[config.mk]
export PLATFORM = sky130hd
export DESIGN_NAME = pc_stack_seq
export DESIGN_NICKNAME = d
export VERILOG_FILES = /design/src/rtl/pcseq_pkg.sv /design/src/rtl/pcseq_sp_ctrl.sv /design/src/rtl/pcseq_pair_rf.sv /design/src/rtl/pcseq_pc_path.sv /design/src/rtl/pc_stack_seq.sv
export SDC_FILE = /design/constraint.sdc
export NUM_CORES = 1
export LEC_CHECK = 0
export ABC_AREA = 1
export BUFFER_PORTS_ARGS = -buffer_cell sky130_fd_sc_hd__buf_2
export CAP_MARGIN = 0
export CELL_PAD_IN_SITES_DETAIL_PLACEMENT = 2
export CELL_PAD_IN_SITES_GLOBAL_PLACEMENT = 2
export CORE_ASPECT_RATIO = 0.6
export CORE_MARGIN = 2
export CORE_UTILIZATION = 34
export DETAILED_ROUTE_END_ITERATION = 10
export PLACE_DENSITY_LB_ADDON = 0.1
export SKIP_CTS_REPAIR_TIMING = 1
export SYNTH_ARGS = -nofsm -noshare
export SYNTH_HDL_FRONTEND = slang
export SYNTH_HIERARCHICAL = 1
export SYNTH_SLANG_ARGS = --single-unit
[constraint.sdc]
create_clock -name clk -period 2.6 [get_ports clk]
set_input_delay 0 -clock clk [delete_from_list [all_inputs] [get_ports clk]]
set_output_delay 0 -clock clk [all_outputs]
set_load 0.1 [all_outputs]
[src/rtl/pcseq_pkg.sv]
package pcseq_pkg;

  typedef enum logic [2:0] {
    ACT_NONE,
    ACT_CLR,
    ACT_CALL,
    ACT_RET,
    ACT_JMP,
    ACT_STEP
  } act_e;

  localparam logic [2:0] COND_ALWAYS = 3'd0;
  localparam logic [2:0] COND_CY     = 3'd1;
  localparam logic [2:0] COND_NCY    = 3'd2;
  localparam logic [2:0] COND_FL     = 3'd3;
  localparam logic [2:0] COND_NFL    = 3'd4;

  // Condition evaluation; unknown codes never take the jump.
  function automatic logic cond_ok(input logic [2:0] code, input logic cy, input logic fl);
    case (code)
      COND_ALWAYS: return 1'b1;
      COND_CY:     return cy;
      COND_NCY:    return !cy;
      COND_FL:     return fl;
      COND_NFL:    return !fl;
      default:     return 1'b0;
    endcase
  endfunction

  // Strobe priority: clear, call, return, jump, step.
  function automatic act_e pick_act(input logic clr, input logic call, input logic ret,
                                    input logic jmp, input logic adv);
    if (clr)       return ACT_CLR;
    else if (call) return ACT_CALL;
    else if (ret)  return ACT_RET;
    else if (jmp)  return ACT_JMP;
    else if (adv)  return ACT_STEP;
    else           return ACT_NONE;
  endfunction

endpackage

[src/rtl/pcseq_sp_ctrl.sv]
module pcseq_sp_ctrl
  import pcseq_pkg::*;
#(
  parameter int SP_W = 2
) (
  input  logic            clk,
  input  logic            rst_n,
  input  act_e            act,
  output logic [SP_W-1:0] sp_q,
  output logic [SP_W-1:0] push_slot,
  output logic [SP_W-1:0] pop_slot,
  output logic            push_ev,
  output logic            pop_ev,
  output logic            ovf_ev,
  output logic            unf_ev,
  output logic            fault_q
);
  localparam logic [SP_W-1:0] SP_TOP = {SP_W{1'b1}};
  localparam logic [SP_W-1:0] SP_ONE = SP_W'(1);

  assign ovf_ev    = (act == ACT_CALL) && (sp_q == SP_TOP);
  assign unf_ev    = (act == ACT_RET)  && (sp_q == '0);
  assign push_ev   = (act == ACT_CALL) && !ovf_ev;
  assign pop_ev    = (act == ACT_RET)  && !unf_ev;
  assign push_slot = sp_q;
  assign pop_slot  = sp_q - SP_ONE;

  always_ff @(posedge clk or negedge rst_n) begin
    if (!rst_n) begin
      sp_q    <= '0;
      fault_q <= 1'b0;
    end else begin
      fault_q <= ovf_ev || unf_ev;
      if (act == ACT_CLR || ovf_ev || unf_ev) sp_q <= '0;
      else if (push_ev)                       sp_q <= sp_q + SP_ONE;
      else if (pop_ev)                        sp_q <= sp_q - SP_ONE;
    end
  end
endmodule

[src/rtl/pcseq_pair_rf.sv]
module pcseq_pair_rf #(
  parameter int HALF_W = 5,
  parameter int NREG   = 16,
  parameter int SP_W   = 2,
  localparam int IDX_W = $clog2(NREG),
  localparam int PAIR_W = 2 * HALF_W
) (
  input  logic              clk,
  input  logic              wr_en,
  input  logic [IDX_W:0]    wr_addr,
  input  logic [HALF_W-1:0] wr_data,
  input  logic              push_en,
  input  logic [SP_W-1:0]   push_slot,
  input  logic [PAIR_W-1:0] push_val,
  input  logic [SP_W-1:0]   pop_slot,
  output logic [PAIR_W-1:0] pop_val,
  input  logic [IDX_W-1:0]  rd_sel,
  output logic [PAIR_W-1:0] rd_val
);
  localparam logic [IDX_W-1:0] TOP_IDX = IDX_W'(NREG - 1);

  logic [HALF_W-1:0] lo_mem [NREG];
  logic [HALF_W-1:0] hi_mem [NREG];

  // Stack slot n lives in pair (NREG-1-n): slots grow downward.
  function automatic logic [IDX_W-1:0] slot_idx(input logic [SP_W-1:0] slot);
    return TOP_IDX - IDX_W'(slot);
  endfunction

  logic [IDX_W-1:0] push_idx, pop_idx;
  assign push_idx = slot_idx(push_slot);
  assign pop_idx  = slot_idx(pop_slot);

  always_ff @(posedge clk) begin
    if (push_en) begin
      hi_mem[push_idx] <= push_val[PAIR_W-1:HALF_W];
      lo_mem[push_idx] <= push_val[HALF_W-1:0];
    end else if (wr_en) begin
      if (wr_addr[IDX_W]) hi_mem[wr_addr[IDX_W-1:0]] <= wr_data;
      else                lo_mem[wr_addr[IDX_W-1:0]] <= wr_data;
    end
  end

  assign pop_val = {hi_mem[pop_idx], lo_mem[pop_idx]};
  assign rd_val  = {hi_mem[rd_sel], lo_mem[rd_sel]};
endmodule

[src/rtl/pcseq_pc_path.sv]
module pcseq_pc_path
  import pcseq_pkg::*;
#(
  parameter int PC_W    = 10,
  parameter int LEN_W   = 2,
  parameter int IDX_W   = 4,
  parameter int CALL_ADJ = 1,
  parameter int RET_ADJ  = 2
) (
  input  logic             clk,
  input  logic             rst_n,
  input  act_e             act,
  input  logic             fault_ev,
  input  logic [LEN_W-1:0] step_len,
  input  logic [2:0]       jmp_cond,
  input  logic             jmp_use_reg,
  input  logic [IDX_W-1:0] jmp_reg_sel,
  input  logic [PC_W-1:0]  imm_addr,
  input  logic             carry_flag,
  input  logic             stat_flag,
  input  logic [PC_W-1:0]  reg_target,
  input  logic [PC_W-1:0]  pop_val,
  output logic [PC_W-1:0]  push_val,
  output logic             jump_taken,
  output logic [PC_W-1:0]  pc_q
);
  function automatic logic [PC_W-1:0] pc_add(input logic [PC_W-1:0] base, input int unsigned n);
    return base + PC_W'(n);
  endfunction

  logic             reg_illegal;
  logic [PC_W-1:0]  jmp_target, fall_pc, pc_d;

  assign reg_illegal = jmp_use_reg && (jmp_reg_sel == '0);
  assign jump_taken  = (act == ACT_JMP) && !reg_illegal &&
                       cond_ok(jmp_cond, carry_flag, stat_flag);
  assign jmp_target  = jmp_use_reg ? reg_target : imm_addr;
  assign fall_pc     = pc_add(pc_q, int'(step_len));
  assign push_val    = pc_add(pc_q, CALL_ADJ);

  always_comb begin
    pc_d = pc_q;
    if (fault_ev) pc_d = '0;
    else begin
      case (act)
        ACT_CLR:  pc_d = '0;
        ACT_CALL: pc_d = imm_addr;
        ACT_RET:  pc_d = pc_add(pop_val, RET_ADJ);
        ACT_JMP:  pc_d = jump_taken ? jmp_target : fall_pc;
        ACT_STEP: pc_d = fall_pc;
        default:  pc_d = pc_q;
      endcase
    end
  end

  always_ff @(posedge clk or negedge rst_n) begin
    if (!rst_n) pc_q <= '0;
    else        pc_q <= pc_d;
  end
endmodule

[src/rtl/pc_stack_seq.sv]
module pc_stack_seq
  import pcseq_pkg::*;
#(
  parameter int PC_W   = 10,
  parameter int SP_W   = 2,
  parameter int HALF_W = 5,
  parameter int NREG   = 16,
  parameter int LEN_W  = 2,
  localparam int IDX_W = $clog2(NREG)
) (
  input  logic              clk,
  input  logic              rst_n,
  input  logic              clr_all,
  input  logic              adv_req,
  input  logic [LEN_W-1:0]  step_len,
  input  logic              jmp_req,
  input  logic [2:0]        jmp_cond,
  input  logic              jmp_use_reg,
  input  logic [IDX_W-1:0]  jmp_reg_sel,
  input  logic              call_req,
  input  logic              ret_req,
  input  logic [PC_W-1:0]   imm_addr,
  input  logic              carry_flag,
  input  logic              stat_flag,
  input  logic              rf_we,
  input  logic [IDX_W:0]    rf_waddr,
  input  logic [HALF_W-1:0] rf_wdata,
  output logic [PC_W-1:0]   pc,
  output logic [SP_W-1:0]   sp,
  output logic              fault_rst
);
  // Internal events brought out by name for the checker.
  act_e             act;
  logic             push_ev, pop_ev, ovf_ev, unf_ev, jump_taken;
  logic [SP_W-1:0]  push_slot, pop_slot;
  logic [PC_W-1:0]  push_val, pop_val, reg_target;

  assign act = pick_act(clr_all, call_req, ret_req, jmp_req, adv_req);

  pcseq_sp_ctrl #(.SP_W(SP_W)) u_sp (
    .clk(clk), .rst_n(rst_n), .act(act),
    .sp_q(sp), .push_slot(push_slot), .pop_slot(pop_slot),
    .push_ev(push_ev), .pop_ev(pop_ev), .ovf_ev(ovf_ev), .unf_ev(unf_ev),
    .fault_q(fault_rst)
  );

  pcseq_pair_rf #(.HALF_W(HALF_W), .NREG(NREG), .SP_W(SP_W)) u_rf (
    .clk(clk), .wr_en(rf_we), .wr_addr(rf_waddr), .wr_data(rf_wdata),
    .push_en(push_ev), .push_slot(push_slot), .push_val(push_val),
    .pop_slot(pop_slot), .pop_val(pop_val),
    .rd_sel(jmp_reg_sel), .rd_val(reg_target)
  );

  pcseq_pc_path #(.PC_W(PC_W), .LEN_W(LEN_W), .IDX_W(IDX_W)) u_pc (
    .clk(clk), .rst_n(rst_n), .act(act), .fault_ev(ovf_ev || unf_ev),
    .step_len(step_len), .jmp_cond(jmp_cond), .jmp_use_reg(jmp_use_reg),
    .jmp_reg_sel(jmp_reg_sel), .imm_addr(imm_addr),
    .carry_flag(carry_flag), .stat_flag(stat_flag),
    .reg_target(reg_target), .pop_val(pop_val),
    .push_val(push_val), .jump_taken(jump_taken), .pc_q(pc)
  );
endmodule

Yosys cells after proc, flatten, opt, wreduce, memory -nomap -nowiden:

Memory sizes are Yosys's and may differ from the RTL's.
Cells that the tools add are included.

* memory bits (writable): 160
* bits of input ports: 40
* flip-flop bits (word level): 13
* memories: 2

Memories
* u_rf.hi_mem: depth 16, bits a word 5, read ports 2, clocked after Yosys merged registers in 0, write ports 1, line pcseq_pair_rf.sv:23 `logic [HALF_W-1:0] hi_mem [NREG];`
* u_rf.lo_mem: depth 16, bits a word 5, read ports 2, clocked after Yosys merged registers in 0, write ports 1, line pcseq_pair_rf.sv:22 `logic [HALF_W-1:0] lo_mem [NREG];`

* muxes and demuxes: 29
* add/sub/neg operators: 7
* reduce and logical (&&, ||, !) cells: 22
* equality and inequality tests: 10

Operators with widths (count)
* 10-bit one-hot mux with 5 select lines: 1
* 10-bit two-way mux: 3
* 3-bit two-way mux: 5
* 3-bit by 2-bit equality test with 1-bit output, second input constant: 4
* 1-bit two-way mux: 12
* 10-bit by 1-bit adder with 10-bit output, second input constant: 1
* 10-bit by 2-bit adder with 10-bit output: 1
* 10-bit by 2-bit adder with 10-bit output, second input constant: 1
* 5-bit two-way mux: 2
* 5-bit OR reduction: 2
* 3-bit equality test, second input constant: 3
* 4-bit two-way mux: 2
* 1-bit by 3-bit subtractor with 4-bit output, first input constant: 2
* 1-bit logical AND: 7
* 3-bit by 1-bit equality test with 1-bit output, second input constant: 2
* 2-bit two-way mux: 3
* 6-bit nonzero test: 1
* 1-bit logical NOT: 5
* 1-bit one-hot mux with 5 select lines: 1
* 4-bit logical NOT: 1
* 3-bit logical NOT: 1
* 1-bit logical OR: 3
* 3-bit nonzero test: 1
* 2-bit by 1-bit adder with 2-bit output, second input constant: 1
* other kinds (3): 3

Depth between registers and ports, before layout:

Gate-level depths: netlist of run 1.

* word-level depth: 13
* gate-level depth with buffers: 19

Hierarchy:

The synthesis of run 1 kept the hierarchy.

By module, submodules not included
* pcseq_pair_rf: cells each 801, area each 7612.3 sq um, instances 1
* pcseq_pc_path: cells each 247, area each 1438.9 sq um, instances 1
* pcseq_sp_ctrl: cells each 40, area each 271.5 sq um, instances 1
* pc_stack_seq: cells each 13, area each 53.8 sq um, instances 1

Worst setup path before layout of run 1:

No wires, ideal clock.

* path type: register -> register
* start point: register u_sp.sp_q[0], in the netlist u_sp/push_slot[0]
* end point: register u_pc.pc_q[7]
* slack: 16 ps
* library setup time: 120 ps
* stages on the path, launching flop included: 20
* arrival: 2464 ps
* path through: dfrtp_1 inv_1 ha_1 inv_1 inv_1 buf_2 a21oi_1 a21oi_1 ha_1 nand2_1 nor2_2 inv_2 nor2_1 nand3_1 nand2_1 nor2_1 nor2_1 nand2_1 nand2_1 nand2_1

* longest elaborated chain between the ends: 6
* elaborated cells between the ends (all ways): 13

Ends and longest elaborated chain
* start: declaration: line pcseq_sp_ctrl.sv:9 `output logic [SP_W-1:0] sp_q,`
* start signal: assignment: line pcseq_sp_ctrl.sv:35 `else if (push_ev) sp_q <= sp_q + SP_ONE;`
* start signal: assignment: line pcseq_sp_ctrl.sv:36 `else if (pop_ev) sp_q <= sp_q - SP_ONE;`
* 2-bit by 1-bit subtractor with 2-bit output: line pcseq_sp_ctrl.sv:26 `assign pop_slot = sp_q - SP_ONE;`
* named net pop_slot[0]: line pc_stack_seq.sv:35 `logic [SP_W-1:0] push_slot, pop_slot;`
* 1-bit by 3-bit subtractor with 4-bit output: line pcseq_pair_rf.sv:27 `return TOP_IDX - IDX_W'(slot);`
* memory read 16 x 5 bit
* named net pop_val[1]: line pc_stack_seq.sv:36 `logic [PC_W-1:0] push_val, pop_val, reg_target;`
* 10-bit by 2-bit adder with 10-bit output: line pcseq_pc_path.sv:28 `return base + PC_W'(n);`
* 10-bit one-hot mux with 5 select lines: line pcseq_pc_path.sv:45 `case (act)`
* 10-bit two-way mux: line pcseq_pc_path.sv:43 `if (fault_ev) pc_d = '0;`
* end signal: assignment: line pcseq_pc_path.sv:58 `else pc_q <= pc_d;`
* end: declaration: line pcseq_pc_path.sv:25 `output logic [PC_W-1:0] pc_q`

The timed path passes the listed nets, and every way through them passes these cells.
A chain may end at the register's enable or synchronous reset.

Worst setup path in the final report of run 1:

* start point: register u_sp.sp_q[0], in the netlist u_sp/push_slot[0]
* end point: register u_pc.pc_q[8]

* longest elaborated chain between the ends: 6
* elaborated cells between the ends (all ways): 13

Ends and longest elaborated chain (line)
* 2-bit by 1-bit subtractor with 2-bit output: pcseq_sp_ctrl.sv:26
* named net pop_slot[0]: pc_stack_seq.sv:35
* 1-bit by 3-bit subtractor with 4-bit output: pcseq_pair_rf.sv:27
* memory read 16 x 5 bit
* named net pop_val[5]: pc_stack_seq.sv:36
* 10-bit by 2-bit adder with 10-bit output: pcseq_pc_path.sv:28
* 10-bit one-hot mux with 5 select lines: pcseq_pc_path.sv:45
* 10-bit two-way mux: pcseq_pc_path.sv:43

The timed path passes the listed nets, and every way through them passes these cells.

==> results of run 1 <==
==> metal layers <==
layer,GRT usage (%),wire (um),vias to the layer above
li1,-,-,3761
met1,38.0,18100,4064
met2,33.9,14100,123
met3,3.17,1110,13
met4,4.99,235,0
met5,0,0,-
==> how the worst max path moves through the flow <==
| stage | from | to | slack, ps |
|---|---|---|---|
| after floorplan | u_sp/push_slot[0] | u_pc/pc_q[7] | 20 |
| after global placement | u_sp/push_slot[0] | u_pc/pc_q[7] | 20 |
| after detailed placement | u_sp/push_slot[0] | u_pc/pc_q[7] | -80 |
| after CTS | u_sp/push_slot[0] | u_pc/pc_q[7] | -100 |
| after global routing | u_sp/push_slot[1] | u_pc/pc_q[7] | -120 |
| final | u_sp/push_slot[0] | u_pc/pc_q[8] | 80 |
==> flip-flops by register name, indices dropped and copies added, names as in the netlist <==
| register | flops |
|---|---|
| u_pc/pc_q | 10 |
| u_rf/hi_mem | 80 |
| u_rf/lo_mem | 80 |
| u_sp/fault_q | 1 |
| u_sp/push_slot | 2 |
==> through the flow <==
| stage | total power, mW | util, % |
|---|---|---|
| 6_report | 8.12 | 40.8 |
| 5_1_grt | 8.48 | 40.8 |
| 4_1_cts | 8.01 | 40.0 |
| 3_5_place_dp | 5.41 | 37.9 |
| 3_3_place_gp | 5.36 | 37.9 |
| 2_1_floorplan | 4.66 | - |
==> power groups by stage <==
stage	clock [mW]	sequential (mW)	combinational (mW)
2_1_floorplan	0	3.68	0.976
3_3_place_gp	0	3.44	1.91
3_5_place_dp	0	3.44	1.97
4_1_cts	2.65	3.39	1.98
5_1_grt	2.76	3.40	2.32
6_report	2.59	3.39	2.14
==> cell type report <==
cell class              count  area [um2]
multi-input cells         701        3380
clock buffers              18         429
well taps                 367         459
flip-flops and latches    173        5130
clock inverters            14         144
fillers                  3117       16200
repair buffers            132         917
inverters                 183         704
==> critical path: cells and delay by family (launching register included) <==
family / cells / cell delay (ps)
buffers and inverters: 5 / 800
flip-flops: 1 / 390
AND/OR/NAND/NOR: 6 / 730
AO/OA/AOI/OAI: 3 / 480
==> reports/summary.txt, run 1 <==
Status -> finished with violations
Failing checks -> hold timing
First-pass GRT wire length -> 50900 um
Worst setup margin -> 77.0 ps
Mapped Cells -> 1100
Dpl cells -> 1543
Final std cells w/o fill -> 1588
Initial core utilization -> 34.3%
Area grow syn2layout -> 19.1%
# clock sinks -> 173
Maximum clock path buffer count -> 2
Max_slew headroom -> 56.7%
Clk slew on worst S/H paths -> 70 ps
Worst-skew pair later-pin latency -> 450 ps
Setup_tns -> 0 ps
Sw frac -> 34.6%
Design area -> 11200 um2
TritonCTS clock tree -> yes
Slowest CP cell -> dfrtp_1
Commonest non-fill, non-tap cell in the layout -> nand2_1
Worst Hold End -> u_pc/pc_q[7]
Slew Viols, Final -> 0
Hpwl dp -> 24600 um
Core footprint -> 27300 um2
Die area -> 29000 um2
Port bufs -> 52
Top Ports -> 53
Initial DRT Pass Iterations -> 4
Worst Tran Pin Value -> 644 ps
Total CTS buffers -> 17
Clk root buf -> clkbuf_16
Leakage -> 5.06 nW
Critical path data required time -> 2930 ps
Post-route DRC -> 0
Origin of the critical flop-to-flop path -> u_sp/push_slot[0]
Hold Path Stages -> 7
Syn Std Cell Area -> 9370 um2
R2r setup slk -> 80 ps
HP Class -> in2reg
Placer Congestion -> 0.829
Placed inst area -> 10400 um2
Pwr/cell area -> 728 nW/um2
Avg Inst Size Synth -> 8.52 um2
CP Capture Type -> flop
Fmax -> 396 MHz
Worst Skew -> 10.4 ps
Logic pwr share -> 26.4%
Antenna Nets Post-Route -> 0
Switching power -> 2.81 mW
DRT iter0 DRCs -> 513
IR Drop Worst-Case VDD -> 0.000360 V
Ratio of cells with drive above 1 in the final layout -> 19.0%
Clk network pwr share -> 31.9%
Grt total ovfl -> 0
Hold path start -> imm_addr[7]
Cell Rows -> 47
Slowest stage delay, CP -> 390 ps
Capture point of the worst reg-to-reg path -> u_pc/pc_q[8]
Commonest non-fill, non-tap cells in the layout -> nand2_1, nand3_1, edfxtp_1
Vias in the first global route -> 8262
CP arrival -> 2860 ps
Hold Vio Cnt, Final -> 2
RSZ-0062 raised after global routing -> true
Largest net degree at the start of global routing -> 82
Vias per cell -> 5.01
Antenna fix cells -> 0
Crit Path Class -> reg2reg
Max Cap Violations -> 0
Post-layout minimum cycle time -> 2520 ps
Worst slack, placed -> -78.8 ps
Routed via count -> 7961
Yosys warns -> 6
CP Cell Sequence -> inv_2 > buf_4 > clkinvlp_4 > buf_4 > o21ai_0 > a21oi_1 > a21oi_2 > inv_2 > nor3_1 > nand3_1 > nand3_1 > nand3b_1 > nand2_1 > nand2_1
Die Width -> 218 um
Total Routing Usage GR -> 23.8%
Flop pwr share -> 41.7%
Final Cycle Share -> 97.0%
Htree depth -> 4
FF-to-FF path depth -> 14
Final hold slack -> -33.5 ps
Initial antenna violation count -> 0
Final WL -> 33500 um
Number of nets in the layout -> 1255
Routed wire length per instance -> 21.1 um
Final setup fails -> 0
Critical Path Source Type -> flop
CP max FO -> 12
Power Internal -> 5.31 mW
Post-Syn Nets -> 1147
Die Ht -> 133 um
No activity file was read; power rests on OpenSTA's default activity.
==> run 2: changes to the inputs <==
--- a/config.mk
+++ b/config.mk
@@ -8,7 +8,7 @@
 export ABC_AREA = 1
 export BUFFER_PORTS_ARGS = -buffer_cell sky130_fd_sc_hd__buf_2
 export CAP_MARGIN = 0
-export CELL_PAD_IN_SITES_DETAIL_PLACEMENT = 2
+export CELL_PAD_IN_SITES_DETAIL_PLACEMENT = 1
 export CELL_PAD_IN_SITES_GLOBAL_PLACEMENT = 2
 export CORE_ASPECT_RATIO = 0.6
 export CORE_MARGIN = 2
==> run 2 against run 1 <==
Effect of this change:
- the run still ends with hold timing left
- clock skew rose by 3.3 ps
- first-iteration DRC count rose by 9.7%
- clock-buffer cell count rose by 3
- design area fell by 0.38%
- register-to-register slack improved by 60 ps
- via count fell by 3.4%
- fmax rose by 2.4%
- utilization fell by 0.16 points
- setup slack improved by 59 ps
- clock power barely moved
- non-clock buffer count fell by 3
- largest power group unchanged
- highest routed layer unchanged
==> reports/summary.txt, run 2 (same netlist as run 1, synthesis figures left out) <==
Pwr/cell area -> 724 nW/um2
Area grow syn2layout -> 18.6%
Slowest CP cell -> dfrtp_1
# clock sinks -> 173
Die Width -> 218 um
Initial DRT Pass Iterations -> 5
Top Registers -> u_rf/hi_mem: 80 flops, u_rf/lo_mem: 80 flops, u_pc/pc_q: 10 flops
Total CTS buffers -> 17
Critical Path Source Type -> flop
Power Internal -> 5.37 mW
Cell Rows -> 47
Origin of the critical flop-to-flop path -> u_sp/push_slot[0]
R2r setup slk -> 140 ps
CP max FO -> 8
Clk slew on worst S/H paths -> 70 ps
Met3 WL -> 1550 um
Clk network pwr share -> 32.6%
Routed via count -> 7693
Final WL -> 30700 um
FF-to-FF path depth -> 17
Total Routing Usage GR -> 21.6%
Slowest stage delay, CP -> 360 ps
Ratio of cells with drive above 1 in the final layout -> 18.1%
Final hold slack -> -37.7 ps
Wl on met1 -> 16900 um
Final std cells w/o fill -> 1585
Routed wire length per instance -> 19.4 um
Number of nets in the layout -> 1252
Top cell by count, worst path -> nand2_1
Final Cycle Share -> 94.8%
Post-layout minimum cycle time -> 2460 ps
Placed inst area -> 10400 um2
Top Ports -> 53
Die Ht -> 133 um
Logic pwr share -> 25.4%
Worst setup margin -> 136 ps
Post-route DRC -> 0
Sw frac -> 33.3%
Layout Utilization -> 40.7%
Top sig layer -> met4
Dpl cells -> 1543
Initial core utilization -> 34.3%
Critical path data required time -> 2930 ps
Setup_tns -> 0 ps
Vias in the first global route -> 7227
Max_slew headroom -> 58.3%
First-pass GRT wire length -> 45700 um
Vias per cell -> 4.85
Failing checks -> hold timing
CP arrival -> 2790 ps
End of the critical path -> u_pc/pc_q[9]
CP Capture Type -> flop
HP Class -> in2reg
Final setup fails -> 0
Placer Congestion -> 0.829
Leakage -> 5.05 nW
Largest net degree at the start of global routing -> 82
Clk root buf -> clkbuf_16
DRT iter0 DRCs -> 563
TritonCTS clock tree -> yes
Overall Power -> 8.05 mW
Design area -> 11100 um2
Maximum clock path buffer count -> 2
Status -> finished with violations
Commonest non-fill, non-tap cell in the layout -> nand2_1
Worst-skew pair later-pin latency -> 450 ps
Worst Skew -> 13.7 ps
Crit Path Class -> reg2reg
Max Cap Violations -> 0
Grt total ovfl -> 0
RSZ-0062 raised after global routing -> true
Die area -> 29000 um2
CP Cell Sequence -> inv_2 > buf_4 > inv_1 > buf_4 > nand2_1 > a21oi_2 > ha_2 > nand2_2 > nor2_4 > buf_4 > nand3_1 > nand2_1 > nor2_1 > nor2_1 > nand2_1 > nand2_1 > nand2_1
IR Drop Worst-Case VDD -> 0.000375 V
Port bufs -> 52
Worst slack, placed -> -25.0 ps
Htree depth -> 4
Core footprint -> 27300 um2
Flop pwr share -> 42.0%
Slew Viols, Final -> 0
Commonest non-fill, non-tap cells in the layout -> nand2_1, nand3_1, edfxtp_1
Hpwl dp -> 22500 um
Fmax -> 406 MHz
Hold path start -> imm_addr[6]
Crit path launch -> u_sp/push_slot[0]
Switching power -> 2.68 mW
Antenna Nets Post-Route -> 0
DR WL met2 -> 12000 um
Antenna fix cells -> 0
Capture point of the worst reg-to-reg path -> u_pc/pc_q[9]
Hold Vio Cnt, Final -> 2
Initial antenna violation count -> 0
Worst Tran Pin Value -> 623 ps
run 2: cell count changes in the layout (fill, tap and decap cells not counted), sizes merged:
cell and change:
clkbuf +3, bufinv +1, clkinvlp +1, clkinv -4, buf -3, inv -1
run 2: worst max-delay path, delay by kind of cell (launching register included):
kind	cells	cell delay (ps)
fa+ha+maj	1	210
simple gates	10	780
compound gates	1	170
flops	1	360
buf+inv	5	840
run 2: layout make-up:
| type | instances | area, um2 |
|---|---|---|
| Tap cell | 367 | 459 |
| Clock buffer | 21 | 440 |
| Sequential cell | 173 | 5130 |
| Fill cell | 3288 | 16200 |
| Multi-Input combinational cell | 701 | 3350 |
| Inverter | 183 | 701 |
| Clock inverter | 11 | 145 |
| Timing Repair Buffer | 129 | 895 |
run 2: worst min-delay path by stage:
stage,end,cells past startpoint
floorplan,u_pc/pc_q[0],0
global placement,u_pc/pc_q[3],1
detailed placement,u_pc/pc_q[3],1
CTS,u_pc/pc_q[1],1
global route,u_pc/pc_q[6],7
finish,u_pc/pc_q[6],7
run 2: power by group through the flow:
stage,registers (mW),logic (mW),clock network (mW)
final,3.38,2.05,2.62
after detailed placement,3.44,1.94,0
after CTS,3.38,1.94,2.68
after global placement,3.44,1.91,0
after global routing,3.40,2.22,2.78
after floorplan,3.68,0.976,0
run 2: metal layers:
layer | up-vias | global-route usage [%]
li1 | 3760 | -
met1 | 3744 | 35.9
met2 | 171 | 28.1
met3 | 18 | 3.59
met4 | 0 | 4.99
met5 | - | 0
==> run 3: changes to the inputs <==
--- a/config.mk
+++ b/config.mk
@@ -15,6 +15,7 @@
 export CORE_UTILIZATION = 34
 export DETAILED_ROUTE_END_ITERATION = 10
 export PLACE_DENSITY_LB_ADDON = 0.1
+export RECOVER_POWER = 25
 export SKIP_CTS_REPAIR_TIMING = 1
 export SYNTH_ARGS = -nofsm -noshare
 export SYNTH_HDL_FRONTEND = slang
==> run 3 against run 2 <==
Effect of this change:
- the run still ends with hold timing left
- critical path depth unchanged
- utilization down 0.096 points
- flip-flop and latch count unchanged
- largest power group unchanged
- highest routed layer unchanged
==> reports/summary.txt, run 3 (same netlist as run 1, synthesis figures left out) <==
Htree depth -> 4
Placer Congestion -> 0.829
Maximum clock path buffer count -> 2
Footprint of the multi-input gates -> 3340 um2
Critical Path Source Type -> flop
Vias per cell -> 4.83
Largest net degree at the start of global routing -> 82
Top Registers -> u_rf/hi_mem: 80 flops, u_rf/lo_mem: 80 flops, u_pc/pc_q: 10 flops
Die area -> 29000 um2
Commonest non-fill, non-tap cell in the layout -> nand2_1
Number of fill cells -> 3290
Antenna fix cells -> 0
Worst slack, placed -> -25.0 ps
Commonest non-fill, non-tap cells in the layout -> nand2_1, nand3_1, edfxtp_1
Clk root buf -> clkbuf_16
CP max FO -> 8
Initial core utilization -> 34.3%
Post-layout minimum cycle time -> 2450 ps
Core footprint -> 27300 um2
Total CTS buffers -> 17
FF-to-FF path depth -> 17
Worst setup margin -> 148 ps
Pwr/cell area -> 725 nW/um2
Final setup fails -> 0
Worst Tran Pin Value -> 1180 ps
CP Capture Type -> flop
Post-route DRC -> 0
TritonCTS clock tree -> yes
Max_slew headroom -> 21.8%
Final Cycle Share -> 94.3%
Critical path data required time -> 2930 ps
Routed wire length per instance -> 19.4 um
Total Routing Usage GR -> 21.6%
Worst Skew -> 15.0 ps
Max Cap Violations -> 0
Hold Vio Cnt, Final -> 2
Port bufs -> 52
Status -> finished with violations
Routed via count -> 7657
Final WL -> 30700 um
Antenna Nets Post-Route -> 0
Slew Viols, Final -> 0
Number of nets in the layout -> 1252
Overall Power -> 8.05 mW
CP arrival -> 2780 ps
Ratio of cells with drive above 1 in the final layout -> 16.7%
Fmax -> 408 MHz
HP Class -> in2reg
# clock sinks -> 173
Hpwl dp -> 22500 um
IR Drop Worst-Case VDD -> 0.000375 V
Final hold slack -> -30.9 ps
Crit Path Class -> reg2reg
Grt total ovfl -> 0
DRT iter0 DRCs -> 535
Worst-skew pair later-pin latency -> 450 ps
Area grow syn2layout -> 18.3%
Initial DRT Pass Iterations -> 5
First-pass GRT wire length -> 45700 um
Die Ht -> 133 um
Cell Rows -> 47
Top Ports -> 53
Leakage -> 4.99 nW
Vias in the first global route -> 7227
Initial antenna violation count -> 0
Storage cell area -> 5130 um2
Die Width -> 218 um
Failing checks -> hold timing
RSZ-0062 raised after global routing -> true
Hold Path Stages -> 7
Clk slew on worst S/H paths -> 70 ps
## run 3: where the power goes
part	switching (mW)	total [mW]	leakage [nW]	internal (mW)
clock network	1.11	2.63	0.277	1.51
registers	0.106	3.39	1.63	3.28
logic	1.46	2.03	3.08	0.569
total	2.68	8.05	4.99	5.36
## run 3: routing by layer
layer  track usage [%]  share of wire, %  vias up
li1                  -                 -     3758
met5                 0                 0        -
met1              35.9                55     3717
met3              3.59               4.9       18
met4              4.99              0.81        0
met2              28.1                39      164
## run 3: stage by stage
step                setup TNS (ps)  area (um2)  instances  util (%)  hold slack, ps
floorplan                        0        9370       1100         -            -296
detailed placement           -25.0       10400       1543      37.9           -42.1
global route                 -71.2       11100       1585      40.6            2.73
CTS                          -35.9       11000       1575      40.1            -529
finish                           0       11100       1585      40.6           -30.9
global placement                 0       10400       1543      37.9           -44.0
## run 3: final cells by class
cell class | instances | area share, %
tap | 367 | 4.14
timing repair buffer | 129 | 7.87
inverter | 183 | 6.32
clock inverter | 11 | 1.31
sequential | 173 | 46.2
clock buffer | 21 | 3.97
multi-input combinational | 701 | 30.1
## run 3: critical path, stage by stage, from the launching register on
cell,delay [ps]
dfrtp_1,360
inv_2,60
buf_4,130
inv_1,310
buf_4,210
nand2_1,70
a21oi_2,170
ha_2,210
nand2_2,90
nor2_4,140
buf_4,130
nand3_1,70
nand2_1,70
nor2_1,40
nor2_1,100
nand2_1,50
nand2_1,50
nand2_1,60
## run 3: path summary, 6_finish.rpt
check | start | end | slack (ps)
worst max-delay path | u_sp/push_slot[0] | u_pc/pc_q[9] | 150
worst min-delay path | imm_addr[6] | u_pc/pc_q[6] | -30
worst max register to register | u_sp/push_slot[0] | u_pc/pc_q[9] | 150
worst min register to register | u_pc/pc_q[9] | u_pc/pc_q[9] | 570
max in group asynchronous | rst_n | u_sp/push_slot[0] | 1690
min in group asynchronous | rst_n | u_pc/pc_q[1] | 270
